## src/rtl/msg_pack_pkg.sv

```systemverilog
package msg_pack_pkg;

  typedef enum logic [1:0] {
    ST_FILL  = 2'd0,
    ST_HOLD  = 2'd1,
    ST_SPENT = 2'd2
  } fillState_t;

  typedef struct packed {
    logic wrEn;
    logic clrAll;
  } dpStrobe_t;

endpackage

```

## src/rtl/msg_pack_dpath.sv

```systemverilog
module msg_pack_dpath
  import msg_pack_pkg::*;
#(
  parameter int WORD_W      = 32,
  parameter int BLOCK_WORDS = 16,
  parameter int IDX_W       = 4
) (
  input  logic                          clk,
  input  logic                          rstN,
  input  dpStrobe_t                     strobe,
  input  logic [IDX_W-1:0]              wrIdx,
  input  logic [WORD_W-1:0]             wordData,
  output logic [BLOCK_WORDS*WORD_W-1:0] blkData
);

  for (genvar i = 0; i < BLOCK_WORDS; i++) begin : g_slot
    logic [WORD_W-1:0] slotQ;

    always_ff @(posedge clk or negedge rstN) begin
      if (!rstN) begin
        slotQ <= '0;
      end else if (strobe.clrAll) begin
        slotQ <= '0;
      end else if (strobe.wrEn && (wrIdx == IDX_W'(i))) begin
        slotQ <= wordData;
      end
    end

    assign blkData[i*WORD_W +: WORD_W] = slotQ;
  end

endmodule

```

## src/rtl/msg_pack_ctrl.sv

```systemverilog
module msg_pack_ctrl
  import msg_pack_pkg::*;
#(
  parameter int BLOCK_WORDS = 16,
  parameter int CNT_W       = 5,
  parameter int IDX_W       = 4,
  parameter int VB_W        = 5
) (
  input  logic             clk,
  input  logic             rstN,
  input  logic             initCmd,
  input  logic             digestCmd,
  input  logic             wordValid,
  output logic             wordReady,
  input  logic             lastBitsWe,
  input  logic [VB_W-1:0]  lastBitsIn,
  input  logic             dmaStart,
  input  logic             dmaEnd,
  output logic             dmaEnable,
  input  logic             blkReady,
  output logic             blkValid,
  output logic             blkLast,
  output logic [CNT_W-1:0] blkWords,
  output logic [VB_W-1:0]  blkLastBits,
  output logic [CNT_W-1:0] wordCount,
  output dpStrobe_t        strobe,
  output logic [IDX_W-1:0] wrIdx
);

  localparam logic [CNT_W-1:0] FULL_CNT = CNT_W'(BLOCK_WORDS);

  fillState_t       stateQ;
  logic [CNT_W-1:0] cntQ;
  logic [CNT_W-1:0] wordsQ;
  logic [VB_W-1:0]  bitsQ;
  logic [VB_W-1:0]  vbQ;
  logic             lastQ;
  logic             pendQ;
  logic             dmaQ;

  logic             accept;
  logic             handshake;
  logic [CNT_W-1:0] cntInc;

  always_comb begin
    wordReady      = (stateQ == ST_FILL);
    accept         = wordValid && wordReady && !initCmd;
    handshake      = (stateQ == ST_HOLD) && blkReady && !initCmd;
    cntInc         = cntQ + CNT_W'(accept);
    strobe.wrEn    = accept;
    strobe.clrAll  = initCmd || handshake;
    wrIdx          = cntQ[IDX_W-1:0];
  end

  always_ff @(posedge clk or negedge rstN) begin
    if (!rstN) begin
      stateQ <= ST_FILL;
      cntQ   <= '0;
      wordsQ <= '0;
      bitsQ  <= '0;
      vbQ    <= '0;
      lastQ  <= 1'b0;
      pendQ  <= 1'b0;
      dmaQ   <= 1'b0;
    end else if (initCmd) begin
      stateQ <= ST_FILL;
      cntQ   <= '0;
      wordsQ <= '0;
      bitsQ  <= '0;
      vbQ    <= '0;
      lastQ  <= 1'b0;
      pendQ  <= 1'b0;
      dmaQ   <= 1'b0;
    end else begin
      if (lastBitsWe) begin
        vbQ <= lastBitsIn;
      end
      if (dmaEnd) begin
        dmaQ <= 1'b0;
      end else if (dmaStart) begin
        dmaQ <= 1'b1;
      end

      case (stateQ)
        ST_FILL: begin
          cntQ <= cntInc;
          if (digestCmd) begin
            stateQ <= ST_HOLD;
            lastQ  <= 1'b1;
            wordsQ <= cntInc;
            bitsQ  <= vbQ;
          end else if (cntInc == FULL_CNT) begin
            stateQ <= ST_HOLD;
            lastQ  <= 1'b0;
            wordsQ <= FULL_CNT;
            bitsQ  <= '0;
          end
        end
        ST_HOLD: begin
          if (digestCmd && !lastQ) begin
            pendQ <= 1'b1;
          end
          if (blkReady) begin
            cntQ <= '0;
            if (lastQ) begin
              stateQ <= ST_SPENT;
              lastQ  <= 1'b0;
            end else if (pendQ || digestCmd) begin
              stateQ <= ST_HOLD;
              lastQ  <= 1'b1;
              wordsQ <= '0;
              bitsQ  <= vbQ;
              pendQ  <= 1'b0;
            end else begin
              stateQ <= ST_FILL;
            end
          end
        end
        default: begin
          cntQ <= '0;
        end
      endcase
    end
  end

  always_comb begin
    blkValid    = (stateQ == ST_HOLD);
    blkLast     = blkValid && lastQ;
    blkWords    = blkValid ? wordsQ : '0;
    blkLastBits = blkValid ? bitsQ : '0;
    wordCount   = cntQ;
    dmaEnable   = dmaQ;
  end

endmodule

```

## src/rtl/msg_block_packer.sv

```systemverilog
module msg_block_packer
  import msg_pack_pkg::*;
#(
  parameter int WORD_W      = 32,
  parameter int BLOCK_WORDS = 16,
  localparam int CNT_W      = $clog2(BLOCK_WORDS + 1),
  localparam int IDX_W      = $clog2(BLOCK_WORDS),
  localparam int VB_W       = $clog2(WORD_W),
  localparam int BLK_W      = BLOCK_WORDS * WORD_W
) (
  input  logic              clk,
  input  logic              rstN,
  input  logic              initCmd,
  input  logic              wordValid,
  input  logic [WORD_W-1:0] wordData,
  output logic              wordReady,
  output logic [CNT_W-1:0]  wordCount,
  input  logic              lastBitsWe,
  input  logic [VB_W-1:0]   lastBitsIn,
  input  logic              digestCmd,
  input  logic              dmaStart,
  input  logic              dmaEnd,
  output logic              dmaEnable,
  output logic              dmaReq,
  output logic              busy,
  output logic              blkValid,
  input  logic              blkReady,
  output logic [BLK_W-1:0]  blkData,
  output logic              blkLast,
  output logic [CNT_W-1:0]  blkWords,
  output logic [VB_W-1:0]   blkLastBits
);

  dpStrobe_t        strobe;
  logic [IDX_W-1:0] wrIdx;

  msg_pack_ctrl #(
    .BLOCK_WORDS(BLOCK_WORDS),
    .CNT_W      (CNT_W),
    .IDX_W      (IDX_W),
    .VB_W       (VB_W)
  ) u_ctrl (
    .clk        (clk),
    .rstN       (rstN),
    .initCmd    (initCmd),
    .digestCmd  (digestCmd),
    .wordValid  (wordValid),
    .wordReady  (wordReady),
    .lastBitsWe (lastBitsWe),
    .lastBitsIn (lastBitsIn),
    .dmaStart   (dmaStart),
    .dmaEnd     (dmaEnd),
    .dmaEnable  (dmaEnable),
    .blkReady   (blkReady),
    .blkValid   (blkValid),
    .blkLast    (blkLast),
    .blkWords   (blkWords),
    .blkLastBits(blkLastBits),
    .wordCount  (wordCount),
    .strobe     (strobe),
    .wrIdx      (wrIdx)
  );

  msg_pack_dpath #(
    .WORD_W     (WORD_W),
    .BLOCK_WORDS(BLOCK_WORDS),
    .IDX_W      (IDX_W)
  ) u_dpath (
    .clk     (clk),
    .rstN    (rstN),
    .strobe  (strobe),
    .wrIdx   (wrIdx),
    .wordData(wordData),
    .blkData (blkData)
  );

  assign busy   = blkValid;
  assign dmaReq = dmaEnable && wordReady;

endmodule

```

## config.mk

```make
export PLATFORM = sky130hd
export DESIGN_NAME = msg_block_packer
export DESIGN_NICKNAME = d
export VERILOG_FILES = /design/src/rtl/msg_pack_pkg.sv /design/src/rtl/msg_pack_dpath.sv /design/src/rtl/msg_pack_ctrl.sv /design/src/rtl/msg_block_packer.sv
export SDC_FILE = /design/constraint.sdc
export NUM_CORES = 1
export LEC_CHECK = 0
export ABC_AREA = 1
export ABC_CLOCK_PERIOD_IN_PS = 5700
export BUFFER_PORTS_ARGS = -buffer_cell sky130_fd_sc_hd__buf_4
export CELL_PAD_IN_SITES_DETAIL_PLACEMENT = 0
export CELL_PAD_IN_SITES_GLOBAL_PLACEMENT = 2
export CORE_UTILIZATION = 30
export DETAILED_ROUTE_END_ITERATION = 10
export PLACE_DENSITY = 0.76
export SLEW_MARGIN = 10
export SYNTH_ARGS = -nofsm -noshare
export SYNTH_HDL_FRONTEND = slang
export SYNTH_HIERARCHICAL = 1
export SYNTH_SLANG_ARGS = --single-unit
export TNS_END_PERCENT = 100
```

## constraint.sdc

```tcl
create_clock -name clk -period 5.7 [get_ports clk]
set_input_delay 1.14 -clock clk [delete_from_list [all_inputs] [get_ports clk]]
set_output_delay 1.14 -clock clk [all_outputs]
set_load 0.03 [all_outputs]
```

==> impl_metrics.ini <==
[drt]
met1_length_um = 40200
num_vias = 19607
drc_errors = 0
detail_route.vias_per_cell = 4.86
dr.pass1.iters = 6
drt_iter0_markers = 1470
met2_wirelength_um = 42600
wl_met3_um = 7590
routed_wl_um = 92100
wl_per_cell_um = 22.8
final_antenna_net_count = 0
top_layer = met4

[logic_synthesis]
synth_cell_types = 23
syn_area_per_cell_um2 = 8.61
synth_nets = 2593
netlist_area_um2 = 21900
ys_seq_area_share_pct = 61.4
ys_ff_latch = 537
netlist_instances = 2545
synth_warnings = 6

[die]
core_um2 = 71900
io_pins = 579
die-width_um = 272
std_cell_rows = 98
fp.dieH_um = 272
dieArea_um2 = 74100
initial_core_util_pct = 30.5

[timing]
final_hold_viol_count = 0
setup_viol = 0
maxSlewViolCount = 0
hold_ws_ns = 0.481
finalCriticalPeriod_ns = 3.58
setup_tns_ns = 0
grt_setup_unrepaired = no
slew_headroom_pct = 12.2
fin_worst_skew_ns = 0.0180
timing.fmax_mhz = 279
fin_crit_sh_pct = 62.9
worstMarginPinSlew_ns = 1.32

[clock_network]
cts_resized = 0
clock_path_buffers = 3
clk_latency_ns = 0.63
post-cts-setup-buffer-count = 0
cts_tree = built
cts_made_buffers = 60
cts.sinks = 537
clk_pin_slew_ns = 0.06
htreeDepth = 2
hold_buffers = 0
root_buffer = clkbuf_16

[global_route]
grt_pass1_wl_um = 134000
globalRouteOverflowTotal = 0
grt_pass1_vias = 18883
grt_max_degree = 117
track_usage_pct = 24.3
antenna_found_initial = 1

[final_layout]
design_area_um2 = 29200
final_common_cell = nand2_1
diodes = 0
drive_gt1_share_pct = 25.3
final_cell_mix = nand2_1 (1079), buf_4 (630), dfrtp_1 (537)
nFillCells = 7347
area_delta_synth_final_pct = 33.2
nets = 3092

[worst_setup_path]
r2r_setup_slack_ns = 2.28
ff2ff_path_depth = 12
max_stage_delay_ns = 0.85
critical_path_peak_fanout = 33
path_cells = buf_4 > inv_1 > nand2_1 > nor2_1 > buf_4 > inv_1 > nor2_1 > nand2_1 > buf_4 > inv_1 > buf_4 > nand2_1 > nand2_1
slowest_stage = inv_1
r2r_end = u_dpath/g_slot[11].slotQ[9]$_DFFE_PN0P_
critPathLaunchType = input pin
critPathCapture = u_dpath/g_slot[11].slotQ[9]$_DFFE_PN0P_
path_class = input pin to register
cp.arrival_ns = 4.14
cp_data_required_time_ns = 6.26
end_kind = register
rr_startpoint = u_ctrl/stateQ[1]$_DFFE_PN0P_
crit_start = initCmd

[power]
ir_worst_vdd_uv = 258
powerDensity_nw_per_um2 = 307
leakagePower_uw = 0.0168
power.total_uw = 8950

[place]
portBuffers = 578
gp_congestion = 0.821
dp_hpwl_um = 60100
placed_cell_area_um2 = 27200

[run_status]
outcome = finished, final reports clean

[run]
drv_cap = 0

[worst_hold_path]
min_path_type = register to register
[state kept, by name (all words and copies together), names as in the netlist]
| register | flops |
|---|---|
| u_ctrl/bitsQ | 5 |
| u_ctrl/dmaEnable | 1 |
| u_ctrl/lastQ | 1 |
| u_ctrl/pendQ | 1 |
| u_ctrl/stateQ | 2 |
| u_ctrl/vbQ | 5 |
| u_ctrl/wordCount | 5 |
| u_ctrl/wordsQ | 5 |
| u_dpath/g_slot.slotQ | 512 |
[layout make-up]
| type | instances | area (um^2) | area share, % |
|---|---|---|---|
| flip-flops and latches | 537 | 13400 | 46.1 |
| multi-input cells | 1725 | 7400 | 25.4 |
| repair buffers | 638 | 4880 | 16.7 |
| clock buffers | 93 | 1810 | 6.19 |
| well taps | 950 | 1190 | 4.07 |
| inverters | 82 | 315 | 1.08 |
| clock inverters | 10 | 140 | 0.480 |
[metrics by stage]
stage / util (%) / instances / setup slack (ns)
5_1_grt: 40.6 / 4035 / 1.83
2_1_floorplan: - / 2545 / 3.00
6_report: 40.6 / 4035 / 2.12
3_5_place_dp: 37.9 / 3932 / 1.47
3_3_place_gp: 37.9 / 3932 / 1.50
4_1_cts: 40.6 / 4035 / 2.14
[worst min path at each step]
| stage | start | end | slack, ns | cells past startpoint |
|---|---|---|---|---|
| 2_1_floorplan | u_ctrl/bitsQ[0]$_DFFE_PN0P_ | u_ctrl/bitsQ[0]$_DFFE_PN0P_ | 0.44 | 2 |
| 3_3_place_gp | u_ctrl/wordsQ[4]$_DFFE_PN0P_ | u_ctrl/wordsQ[4]$_DFFE_PN0P_ | 0.46 | 2 |
| 3_5_place_dp | u_ctrl/wordsQ[3]$_DFFE_PN0P_ | u_ctrl/wordsQ[3]$_DFFE_PN0P_ | 0.47 | 2 |
| 4_1_cts | u_ctrl/wordsQ[3]$_DFFE_PN0P_ | u_ctrl/wordsQ[3]$_DFFE_PN0P_ | 0.48 | 2 |
| 5_1_grt | u_ctrl/bitsQ[1]$_DFFE_PN0P_ | u_ctrl/bitsQ[1]$_DFFE_PN0P_ | 0.50 | 2 |
| 6_report | u_ctrl/bitsQ[1]$_DFFE_PN0P_ | u_ctrl/bitsQ[1]$_DFFE_PN0P_ | 0.48 | 2 |
[kinds of logic (layout without fill, tap and decap cells)]
kind of cell / after synthesis / count (layout) / share of synthesized area (%)
adders and majority gates: 2 / 2 / 0.114
and+or+nand+nor: 1705 / 1705 / 32.6
buffers and inverters: 283 / 823 / 5.53
AOI/OAI and AO/OA: 18 / 18 / 0.440
DFF: 537 / 537 / 61.4
[power breakdown]
part | internal (uW) | switching (uW)
registers | 3860 | 41.9
logic | 217 | 926
clock network | 2290 | 1610
[critical path: cells and delay by family]
| family | cells | cell delay (ns) |
|---|---|---|
| buffers and inverters | 7 | 2.15 |
| and+or+nand+nor | 6 | 0.82 |
[synth_stat cells]
cell | number | share of area, %
buf_6 | 1 | 0.051
nor2_1 | 68 | 1.2
nand2_1 | 1079 | 18
or2_2 | 2 | 0.057
buf_1 | 44 | 0.75
a21oi_2 | 1 | 0.040
inv_2 | 7 | 0.12
buf_2 | 89 | 2.0
nand3_1 | 535 | 12
nor2_2 | 4 | 0.11
o21ai_0 | 13 | 0.30
clkbuf_1 | 59 | 1.0
nand3_2 | 1 | 0.046
a21oi_1 | 2 | 0.046
buf_4 | 8 | 0.27
nand3b_1 | 1 | 0.034
dfrtp_1 | 537 | 61
o22ai_1 | 2 | 0.057
nand4_1 | 13 | 0.37
nor3_1 | 1 | 0.023
nand2_2 | 1 | 0.029
ha_1 | 2 | 0.11
inv_1 | 75 | 1.3
[routing by layer]
metal | up-vias | track usage (%)
li1 | 9069 | -
met1 | 9745 | 33.2
met3 | 106 | 7.08
met5 | - | 0
met2 | 687 | 38.1
met4 | 0 | 5.17
No activity file was read; power rests on OpenSTA's default activity.
